**config.mk**
```make
export PLATFORM = sky130hd
export DESIGN_NAME = cec_rx_policy
export DESIGN_NICKNAME = d
export VERILOG_FILES = /design/src/rtl/cec_rxp_pkg.sv /design/src/rtl/cec_rxp_addr.sv /design/src/rtl/cec_rxp_errpol.sv /design/src/rtl/cec_rxp_status.sv /design/src/rtl/cec_rx_policy.sv
export SDC_FILE = /design/constraint.sdc
export NUM_CORES = 1
export LEC_CHECK = 0
export CAP_MARGIN = 20
export CORE_MARGIN = 5
export CORE_UTILIZATION = 35
export CTS_CLUSTER_DIAMETER = 60
export CTS_CLUSTER_SIZE = 24
export DETAILED_ROUTE_END_ITERATION = 7
export GPL_TIMING_DRIVEN = 0
export PLACE_DENSITY = 0.91
export SKIP_CTS_REPAIR_TIMING = 1
export SLEW_MARGIN = 20
export SYNTH_ARGS = -nofsm -noshare
export SYNTH_HDL_FRONTEND = slang
export SYNTH_SLANG_ARGS = --single-unit
export TNS_END_PERCENT = 20
```
**constraint.sdc**
```tcl
create_clock -name clk -period 5 [get_ports clk]
set_input_delay 1 -clock clk [delete_from_list [all_inputs] [get_ports clk]]
set_output_delay 1 -clock clk [all_outputs]
set_load 0.1 [all_outputs]
```
**src/rtl/cec_rxp_pkg.sv**
```systemverilog
// Shared types and flag positions for the receive policy block.
package cec_rxp_pkg;
    // Positions inside the sticky status vector.
    localparam int FLG_BYTE  = 0;
    localparam int FLG_END   = 1;
    localparam int FLG_OVR   = 2;
    localparam int FLG_RISE  = 3;
    localparam int FLG_SHORT = 4;
    localparam int FLG_LONG  = 5;
    localparam int FLG_ACKM  = 6;
    localparam int NUM_FLAGS = 7;

    // One cycle of error strobes from the decoder.
    typedef struct packed {
        logic rise;
        logic short_p;
        logic long_p;
        logic ack_miss;
    } err_strobe_t;
endpackage

```
**src/rtl/cec_rxp_addr.sv**
```systemverilog
// Destination filter. Decides acceptance and acknowledge for a frame when
// its header arrives, and holds the decision until the frame ends.
// Assumes hdr_valid is not raised in the same cycle as frame_end.
module cec_rxp_addr #(
    parameter int ADDR_W = 4,
    localparam int NDEST  = 1 << ADDR_W,
    localparam int MASK_W = NDEST - 1
) (
    input  logic              clk,
    input  logic              rst_n,
    input  logic [MASK_W-1:0] own_mask,
    input  logic              full_listen,
    input  logic              hdr_valid,
    input  logic [ADDR_W-1:0] hdr_dest,
    input  logic              frame_end,
    output logic              accept_q,
    output logic              ack_q,
    output logic              bcast_q
);
    localparam logic [ADDR_W-1:0] BCAST = ADDR_W'(NDEST - 1);

    logic [NDEST-1:0] dest_1h;
    logic             is_bcast;
    logic             own_hit;

    // Decode the destination and test it against the own-address mask.
    always_comb begin
        dest_1h  = NDEST'(1) << hdr_dest;
        is_bcast = (hdr_dest == BCAST);
        own_hit  = |(dest_1h[MASK_W-1:0] & own_mask);
    end

    // Latch the per-frame decision at the header and drop it at frame end.
    always_ff @(posedge clk) begin
        if (!rst_n) begin
            accept_q <= 1'b0;
            ack_q    <= 1'b0;
            bcast_q  <= 1'b0;
        end else if (hdr_valid) begin
            accept_q <= own_hit | is_bcast | full_listen;
            ack_q    <= own_hit;
            bcast_q  <= is_bcast;
        end else if (frame_end) begin
            accept_q <= 1'b0;
            ack_q    <= 1'b0;
            bcast_q  <= 1'b0;
        end
    end


    bcast_no_ack_chk: assert property (@(posedge clk) disable iff (!rst_n)
        ack_q |-> (!bcast_q && accept_q));

    full_listen_accept_chk: assert property (@(posedge clk) disable iff (!rst_n)
        (hdr_valid && full_listen) |=> accept_q);

    end_drops_accept_chk: assert property (@(posedge clk) disable iff (!rst_n)
        (frame_end && !hdr_valid) |=> (!accept_q && !ack_q));
endmodule

```
**src/rtl/cec_rxp_errpol.sv**
```systemverilog
// Error-bit and abort policy. Turns the error strobes of an accepted frame
// into error-bit requests and abort pulses. Broadcast frames follow their
// own rule set. Assumes the configuration is steady during a frame.
module cec_rxp_errpol
    import cec_rxp_pkg::*;
(
    input  logic        clk,
    input  logic        rst_n,
    input  logic        frame_ok,
    input  logic        bcast,
    input  logic        full_listen,
    input  logic        rise_stop,
    input  logic        rise_errbit,
    input  logic        long_errbit,
    input  logic        bcast_quiet,
    input  logic        err_valid,
    input  err_strobe_t err,
    output logic        abort_now,
    output logic        errbit_req,
    output logic        rx_abort
);
    logic rise_eb, long_eb, short_eb, eb_now;

    // Per-error eligibility; the broadcast rules override the enables.
    always_comb begin
        rise_eb   = bcast ? (!bcast_quiet && rise_stop) : (rise_stop && rise_errbit);
        long_eb   = bcast ? !bcast_quiet : long_errbit;
        short_eb  = !(bcast && full_listen);
        eb_now    = frame_ok && err_valid &&
                    ((err.rise && rise_eb) || (err.short_p && short_eb) ||
                     (err.long_p && long_eb));
        abort_now = frame_ok && err_valid && err.rise && rise_stop;
    end

    // Register the decisions into one-cycle output pulses.
    always_ff @(posedge clk) begin
        if (!rst_n) begin
            errbit_req <= 1'b0;
            rx_abort   <= 1'b0;
        end else begin
            errbit_req <= eb_now;
            rx_abort   <= abort_now;
        end
    end


    abort_needs_stop_chk: assert property (@(posedge clk) disable iff (!rst_n)
        rx_abort |-> $past(rise_stop && err.rise && err_valid));

    quiet_bcast_chk: assert property (@(posedge clk) disable iff (!rst_n)
        (errbit_req && $past(bcast && bcast_quiet)) |-> $past(err.short_p));

    short_listen_chk: assert property (@(posedge clk) disable iff (!rst_n)
        (errbit_req && $past(bcast && full_listen)) |-> $past(err.rise || err.long_p));

    no_frame_quiet_chk: assert property (@(posedge clk) disable iff (!rst_n)
        !frame_ok |=> (!errbit_req && !rx_abort));
endmodule

```
**src/rtl/cec_rxp_status.sv**
```systemverilog
// Sticky reception flags with write-1-to-clear. A new event wins over a
// clear in the same cycle. Events count only inside an accepted frame.
module cec_rxp_status
    import cec_rxp_pkg::*;
(
    input  logic                 clk,
    input  logic                 rst_n,
    input  logic                 frame_ok,
    input  logic                 byte_valid,
    input  logic                 byte_last,
    input  logic                 err_valid,
    input  err_strobe_t          err,
    input  logic [NUM_FLAGS-1:0] clr,
    output logic [NUM_FLAGS-1:0] flags
);
    logic [NUM_FLAGS-1:0] set_v;

    // Map events of this cycle onto flag positions.
    always_comb begin
        set_v            = '0;
        set_v[FLG_BYTE]  = frame_ok && byte_valid;
        set_v[FLG_END]   = frame_ok && byte_valid && byte_last;
        set_v[FLG_OVR]   = frame_ok && byte_valid && flags[FLG_BYTE];
        set_v[FLG_RISE]  = frame_ok && err_valid && err.rise;
        set_v[FLG_SHORT] = frame_ok && err_valid && err.short_p;
        set_v[FLG_LONG]  = frame_ok && err_valid && err.long_p;
        set_v[FLG_ACKM]  = frame_ok && err_valid && err.ack_miss;
    end

    // Hold flags until cleared; set has priority over clear.
    always_ff @(posedge clk) begin
        if (!rst_n) flags <= '0;
        else        flags <= (flags & ~clr) | set_v;
    end


    overrun_cause_chk: assert property (@(posedge clk) disable iff (!rst_n)
        $rose(flags[FLG_OVR]) |-> $past(flags[FLG_BYTE]));

    for (genvar i = 0; i < NUM_FLAGS; i++) begin : g_sticky

        sticky_flag_chk: assert property (@(posedge clk) disable iff (!rst_n)
            $fell(flags[i]) |-> $past(clr[i]));
    end
endmodule

```
**src/rtl/cec_rx_policy.sv**
```systemverilog
// Top of the receive policy block: destination filter, error-bit policy
// and sticky status. Assumes the decoder delivers one header per frame and
// one-cycle strobes for bytes and errors.
module cec_rx_policy
    import cec_rxp_pkg::*;
(
    input  logic        clk,
    input  logic        rst_n,
    input  logic [14:0] cfg_own_mask,
    input  logic        cfg_full_listen,
    input  logic        cfg_rise_stop,
    input  logic        cfg_rise_errbit,
    input  logic        cfg_long_errbit,
    input  logic        cfg_bcast_quiet,
    input  logic        hdr_valid,
    input  logic [3:0]  hdr_dest,
    input  logic        byte_valid,
    input  logic        byte_last,
    input  logic        err_valid,
    input  logic        err_rise,
    input  logic        err_short,
    input  logic        err_long,
    input  logic        err_ack_miss,
    input  logic [6:0]  flag_clr,
    output logic        frame_accept,
    output logic        ack_drive,
    output logic        errbit_req,
    output logic        rx_abort,
    output logic [6:0]  rx_flags
);
    err_strobe_t err_s;
    logic        bcast_q;
    logic        abort_now;
    logic        frame_end;

    // Bundle strobes and form the end-of-frame event.
    always_comb begin
        err_s     = '{rise: err_rise, short_p: err_short,
                      long_p: err_long, ack_miss: err_ack_miss};
        frame_end = (frame_accept && byte_valid && byte_last) || abort_now;
    end

    cec_rxp_addr #(.ADDR_W(4)) u_addr (
        .clk(clk), .rst_n(rst_n), .own_mask(cfg_own_mask),
        .full_listen(cfg_full_listen), .hdr_valid(hdr_valid),
        .hdr_dest(hdr_dest), .frame_end(frame_end),
        .accept_q(frame_accept), .ack_q(ack_drive), .bcast_q(bcast_q)
    );

    cec_rxp_errpol u_errpol (
        .clk(clk), .rst_n(rst_n), .frame_ok(frame_accept), .bcast(bcast_q),
        .full_listen(cfg_full_listen), .rise_stop(cfg_rise_stop),
        .rise_errbit(cfg_rise_errbit), .long_errbit(cfg_long_errbit),
        .bcast_quiet(cfg_bcast_quiet), .err_valid(err_valid), .err(err_s),
        .abort_now(abort_now), .errbit_req(errbit_req), .rx_abort(rx_abort)
    );

    cec_rxp_status u_status (
        .clk(clk), .rst_n(rst_n), .frame_ok(frame_accept),
        .byte_valid(byte_valid), .byte_last(byte_last),
        .err_valid(err_valid), .err(err_s), .clr(flag_clr), .flags(rx_flags)
    );
endmodule

```
==> results.md, run 1 <==
## Placement
• count of buffers inserted at the top-level ports: 49
• final weighted congestion in routability-driven placement: 0.6556
• estimated wirelength of the detail-placed design: 1789 um
• Placed Cells: 156
• instance area after placement: 1214 um2

## Logic synthesis
• syn nets: 121
• FF+latch count, synth: 12
• synth warn: 0
• Cell variety after synth: 29
• synthesized area per cell: 8.618 um2
• most used flip-flop cell after synthesis: dfxtp_1
• synthesized cell area: 689.4 um2
• Async S/R FF share, synth: 0
• sequential-to-total area share from yosys stat: 0.3485
• Mapped Cells: 80
• count of flip-flops with a built-in enable after synthesis: 0

## Final layout
• final non-filler cell area: 1236 um2
• total of fill cells in the finished design: 177
• Finished Layout Cells: 159
• Post-layout nets: 175
• antenna diode instance count: 0
• final core utilization: 0.6432
• Area growth, synth to finish: 79.31%
• fraction of layout cells with a size suffix above 1: 0.06061

## Routing
• Routed Antenna Nets: 0
• total via count in the routed design: 802
• DR WL/cell: 12.91 um
• vias per cell: 5.044
• number of detailed-routing iterations run before antenna repair: 4
• number of design-rule violations left by the first detailed-router iteration: 10
• aggregate routed wire length: 2053 um
• post-detailed-route DRC marker count: 0

## Worst setup path
• minimum setup slack among reg-to-reg paths: 3.72 ns
• data arrival time of the critical path: 1.77 ns
• kind of cell adding the most delay to the critical path: buffers and inverters
• CP Cell Sequence: clkdlybuf4s50_1
• capture point of the worst reg-to-reg path: u_addr.bcast_q
• required arrival time at the worst endpoint: 4.00 ns
• type of origin of the critical path: flop
• category of the critical setup timing path: flop to output pin
• largest driver fanout on the critical path: 3
• source of the worst register-to-register timing path: u_addr.accept_q
• kind of end point of the critical path: output pin
• Buffers & Inverters on Critical Path: 1
• max incr delay on CP: 1.15 ns
• slowest stage cell, crit path: clkdlybuf4s50_1
• Worst Reg2Reg Path Length in Cells: 5

## Floorplanning
• I/O pin count: 52
• Die Height: 54.38 um
• horizontal die dimension: 54.38 um
• total die area: 2957 um2
• starting density of the core: 0.3587
• number of standard-cell rows in the floorplan: 16
• Placeable Area: 1922 um2

## STA
• final clock period utilization by the worst path: 0.5539
• time the final worst path needs with I/O delays and setup: 2.770 ns
• timing-limited maximum frequency: 361.1 MHz
• worst-margin pin slew: 0.9809 ns
• accumulated negative setup slack: 0 ns
• count of endpoints failing setup in the final report: 0
• final-report hold violation count: 0
• RSZ-0062 raised after global routing: no
• Worst Hold Slack: 0.4838 ns
• final slew viol count: 0
• headroom to the max-slew limit: 0.3440
• Clock Skews: 0.001902 ns

## Min path
• worst hold path endpoint: u_status.flags[4]
• Worst Hold Launch: u_status.flags[4]
• type of the most critical hold path: flop to flop
• worst hold stages: 2

## Clock tree
• Max H-tree Level: 1
• clock network latency to the later pin of the worst-skew pair: 0.26 ns
• TritonCTS clock tree: yes
• Sink Count: 12
• clk slew on worst S/H paths: 0.07 ns
• maximum buffer depth of the clock tree: 2
• cts bufs inserted: 3
• Root Buffer Master: clkbuf_4

## Power
• maximum resistive drop on vdd: 105.6 uV
• pwr dens: 207.5 nW/um2
• switching share of total power: 0.3221
• internal cell power: 0.0001738 W
• P_leak: 0.4457 nW
• combinational share of power: 0.383
• Sw Pwr: 0.00008262 W
• clock network fraction of design power: 0.220
• power share of the sequential group: 0.398

## Global routing
• residual overflow from global routing: 0
• number of global-route vias before repair: 808
• initial antenna violation count: 0
• pin count of the biggest net entering global routing: 11
• total global-route track usage: 0.1443
• first-pass GRT wire length: 3229 um

## Job
• number of max-capacitance violations reported: 0

## Outcome
• status: finished, final reports clean

worst max path at each step:
| stage | startpoint | to | slack, ns | cells after the start |
|---|---|---|---|---|
| CTS | u_status.flags[0] | rx_flags[0] | 2.22 | 1 |
| detailed placement | hdr_dest[0] | u_addr.ack_q | 2.35 | 7 |
| global placement | hdr_dest[0] | u_addr.ack_q | 2.39 | 7 |
| floorplan | hdr_dest[2] | u_addr.ack_q | 2.75 | 6 |
| global route | u_status.flags[0] | rx_flags[0] | 2.17 | 1 |
| finish | u_status.flags[0] | rx_flags[0] | 2.23 | 1 |
power by group through the flow:
stage	clock network (W)	logic [W]	registers [W]
2_1_floorplan	0	0.0000242	0.000134
3_3_place_gp	0	0.0000971	0.000104
3_5_place_dp	0	0.0000985	0.000104
4_1_cts	0.0000574	0.0000987	0.000102
5_1_grt	0.0000647	0.000104	0.000103
6_report	0.0000564	0.0000981	0.000102
flip-flops by register name, summed over array words and instances, names as in the netlist:
| signal | count |
|---|---|
| u_status.flags | 7 |
| u_addr.bcast_q | 1 |
| u_addr.accept_q | 1 |
| u_errpol.errbit_req | 1 |
| u_errpol.rx_abort | 1 |
| u_addr.ack_q | 1 |
layout by cell type (no fill, tap or decap), types with 2 or more instances in the layout:
cell,synthesis,final
a21oi_1,6,6
buf_2,2,2
mux2i_1,4,4
nor2b_1,2,2
nand3b_1,5,5
a21boi_0,7,7
clkdlybuf4s50_1,0,49
nand2_1,3,3
nand2b_1,7,7
dfxtp_1,12,12
clkbuf_1,2,2
o21ai_0,3,3
nand3_1,7,7
clkbuf_4,0,3
nor2_1,4,4
worst min-delay path, delay by kind of cell (launching register included):
| kind | cells | cell delay (ns) |
|---|---|---|
| flip-flops | 1 | 0.31 |
| AO/OA/AOI/OAI | 1 | 0.07 |
| AND/OR/NAND/NOR | 1 | 0.06 |
synthesized netlist by cell type, drive strengths merged, types with 2 or more instances:
master  count  area, um2
dfxtp      12      240.2
a21boi      7      52.55
nand2b      7      43.79
nand3       7      35.03
a21oi       6      30.03
nand3b      5      37.54
mux2i       4      40.04
nor2        4      15.01
buf         3      21.27
nand2       3      11.26
o21ai       3      15.01
a211oi      2      20.02
clkbuf      2      7.510
nor2b       2      12.51
per-stage QoR:
step                total power, W  setup WS, ns
floorplan                0.0001577         2.749
global placement         0.0002010         2.395
detailed placement       0.0002027         2.346
CTS                      0.0002582         2.220
global route             0.0002712         2.166
finish                   0.0002565         2.230
cell type report:
class	count	area, um2	area share
sequential	12	240.2	0.1943
tap	27	33.78	0.02733
inverter	1	3.754	0.003036
timing repair buffer	49	490.5	0.3968
multi-input combinational	62	416.7	0.3370
buffer	5	28.78	0.02328
clock buffer	3	22.52	0.01822
per-layer routing:
layer / up-vias / track usage / wire length [um]
met5: - / 0 / 0
li1: 396 / - / -
met4: 0 / 0.03734 / 14
met2: 49 / 0.2869 / 995
met3: 3 / 0.03270 / 243
met1: 354 / 0.1478 / 799
cells by family (layout without fill, tap and decap cells):
family | after synthesis | count (layout) | synth area share
muxes | 5 | 5 | 0.07985
DFF | 12 | 12 | 0.3485
AOI/OAI and AO/OA | 25 | 25 | 0.2559
buffers and inverters | 6 | 58 | 0.04719
and+or+nand+nor | 32 | 32 | 0.2686
(Power assumes the default switching activity.)
==> inputs of run 2 (changes only) <==
--- a/config.mk
+++ b/config.mk
@@ -7,12 +7,12 @@
 export LEC_CHECK = 0
 export CAP_MARGIN = 20
 export CORE_MARGIN = 5
-export CORE_UTILIZATION = 35
+export CORE_UTILIZATION = 33
 export CTS_CLUSTER_DIAMETER = 60
 export CTS_CLUSTER_SIZE = 24
 export DETAILED_ROUTE_END_ITERATION = 7
 export GPL_TIMING_DRIVEN = 0
-export PLACE_DENSITY = 0.91
+export PLACE_DENSITY = 0.87
 export SKIP_CTS_REPAIR_TIMING = 1
 export SLEW_MARGIN = 20
 export SYNTH_ARGS = -nofsm -noshare
==> constraint.sdc (replaced) <==
create_clock -name clk -period 2.79 [get_ports clk]
set_input_delay 0.558 -clock clk [delete_from_list [all_inputs] [get_ports clk]]
set_output_delay 0.558 -clock clk [all_outputs]
set_load 0.1 [all_outputs]
==> run 2 against run 1 <==
Global-route usage is 0.94 points lower. Final area stayed put. Clock-buffer cell count stayed put. Sequential share of layout area stayed put. Via count is 1.0% lower. First-iteration DRC count is 10% higher. Non-clock buffer count stayed put. Utilization is 1.9 points lower. Wire length is 2.1% lower. Largest power group unchanged.
==> results.md, run 2 (synthesis results as in run 1) <==
## Floorplanning
• I/O pin count: 52, unchanged
• number of standard-cell rows in the floorplan: 16, unchanged
• starting density of the core: 0.3479, was 0.3587
• Die Height: 55.71 um, was 54.38 um
• horizontal die dimension: 55.71 um, was 54.38 um
• Placeable Area: 1982 um2, was 1922 um2
• total die area: 3103 um2, was 2957 um2

## STA
• timing-limited maximum frequency: 425.4 MHz
• count of endpoints failing setup in the final report: 0, unchanged
• headroom to the max-slew limit: 0.3379, was 0.3440
• accumulated negative setup slack: 0 ns, unchanged
• final-report hold violation count: 0, unchanged
• final clock period utilization by the worst path: 0.8426
• time the final worst path needs with I/O delays and setup: 2.351 ns
• Worst Hold Slack: 0.4766 ns, was 0.4838 ns
• final slew viol count: 0, unchanged
• worst-margin pin slew: 0.9901 ns, was 0.9809 ns
• RSZ-0062 raised after global routing: no, unchanged
• Clock Skews: 0.005243 ns, was 0.001902 ns

## Global routing
• initial antenna violation count: 0, unchanged
• total global-route track usage: 0.1349, was 0.1443
• residual overflow from global routing: 0, unchanged
• pin count of the biggest net entering global routing: 11, unchanged
• first-pass GRT wire length: 3443 um, was 3229 um
• number of global-route vias before repair: 771, was 808

## Outcome
• status: finished, final reports clean, unchanged

## Power
• pwr dens: 373.7 nW/um2, was 207.5 nW/um2
• clock network fraction of design power: 0.224, was 0.220
• maximum resistive drop on vdd: 186.4 uV, was 105.6 uV
• power share of the sequential group: 0.396, was 0.398
• combinational share of power: 0.380, was 0.383
• switching share of total power: 0.3251, was 0.3221
• Sw Pwr: 0.0001502 W, was 0.00008262 W
• internal cell power: 0.0003118 W, was 0.0001738 W
• power consumption: 0.0004619 W, was 0.0002565 W
• P_leak: 0.4457 nW, unchanged

## Routing
• total via count in the routed design: 794, was 802
• number of design-rule violations left by the first detailed-router iteration: 11, was 10
• post-detailed-route DRC marker count: 0, unchanged
• DR WL/cell: 12.64 um, was 12.91 um
• vias per cell: 4.994, was 5.044
• number of detailed-routing iterations run before antenna repair: 4, unchanged
• Routed Antenna Nets: 0, unchanged
• aggregate routed wire length: 2009 um, was 2053 um

## Job
• number of max-capacitance violations reported: 0, unchanged

## Clock tree
• Max H-tree Level: 1, unchanged
• clk slew on worst S/H paths: 0.06 ns, was 0.07 ns
• cts bufs inserted: 3, unchanged
• maximum buffer depth of the clock tree: 2, unchanged
• clock network latency to the later pin of the worst-skew pair: 0.27 ns, was 0.26 ns
• Sink Count: 12, unchanged
• TritonCTS clock tree: yes, unchanged
• Root Buffer Master: clkbuf_4, unchanged

## Worst setup path
• CP Cell Sequence: clkdlybuf4s50_1, unchanged
• category of the critical setup timing path: flop to output pin, unchanged
• kind of cell adding the most delay to the critical path: buffers and inverters, unchanged
• type of origin of the critical path: flop, unchanged
• data arrival time of the critical path: 1.79 ns, was 1.77 ns
• max incr delay on CP: 1.16 ns, was 1.15 ns
• slowest stage cell, crit path: clkdlybuf4s50_1, unchanged
• required arrival time at the worst endpoint: 2.23 ns, was 4.00 ns
• kind of end point of the critical path: output pin, unchanged
• largest driver fanout on the critical path: 3, unchanged
• Buffers & Inverters on Critical Path: 1, unchanged

## Final layout
• total of fill cells in the finished design: 178, was 177
• most frequent standard cell in the layout excluding fill and tap cells: clkdlybuf4s50_1, unchanged
• Multi-input gate area: 416.7 um2, unchanged
• most flop-heavy register: u_status.flags, unchanged
• top library cells by usage in the layout, fill and taps aside: clkdlybuf4s50_1 (49), dfxtp_1 (12), nand3_1 (7), nand2b_1 (7), a21boi_0 (7), unchanged
• sequential cell area: 240.2 um2, unchanged
• flip-flop count of the largest register after layout: 7, unchanged
• Area growth, synth to finish: 79.31%, unchanged
• fraction of layout cells with a size suffix above 1: 0.06061, unchanged
• Post-layout nets: 175, unchanged
• antenna diode instance count: 0, unchanged

## Min path
• type of the most critical hold path: flop to flop, unchanged

## Placement
• estimated wirelength of the detail-placed design: 1682 um, was 1789 um
• final weighted congestion in routability-driven placement: 0.7523, was 0.6556
• count of buffers inserted at the top-level ports: 49, unchanged

[run 2: stage by stage]
step | worst slack (ns) | utilization | std cells | cell area [um2]
global route | 0.4133 | 0.6237 | 159 | 1236
global placement | 0.6622 | 0.6124 | 156 | 1214
floorplan | 0.9810 | - | 80 | 689.4
detailed placement | 0.6357 | 0.6124 | 156 | 1214
CTS | 0.4382 | 0.6237 | 159 | 1236
finish | 0.4391 | 0.6237 | 159 | 1236
[run 2: worst paths after layout]
kind	start	to	slack [ns]	depth (start not counted)
setup reg to reg	u_addr.accept_q	u_addr.bcast_q	1.48	5
setup / recovery	u_status.flags[0]	rx_flags[0]	0.44	1
hold / removal	u_status.flags[4]	u_status.flags[4]	0.48	2
hold reg to reg	u_status.flags[4]	u_status.flags[4]	0.48	2
[run 2: area by class of cell]
cell class | instances | area share
multi-input combinational | 62 | 0.3370
buffer | 5 | 0.02328
sequential | 12 | 0.1943
tap | 27 | 0.02733
inverter | 1 | 0.003036
timing repair buffer | 49 | 0.3968
clock buffer | 3 | 0.01822
[run 2: worst reg2reg max path, delay by kind of cell (launching register included)]
| kind | cells | cell delay (ns) |
|---|---|---|
| buf+inv | 1 | 0.33 |
| simple gates | 3 | 0.33 |
| compound gates | 1 | 0.20 |
| flops | 1 | 0.35 |
[run 2: per-layer routing]
metal  track usage  wire length (um)
met1        0.1450               813
met2        0.2297               899
met3       0.05336               248
met4       0.06250                47
met5             0                 0
[run 2: power by group through the flow]
stage               clock [W]  combinational, W  sequential [W]
floorplan                   0         0.0000434        0.000239
global placement            0          0.000174        0.000186
detailed placement          0          0.000176        0.000187
CTS                  0.000105          0.000177        0.000183
global route         0.000112          0.000186        0.000184
finish               0.000103          0.000176        0.000183
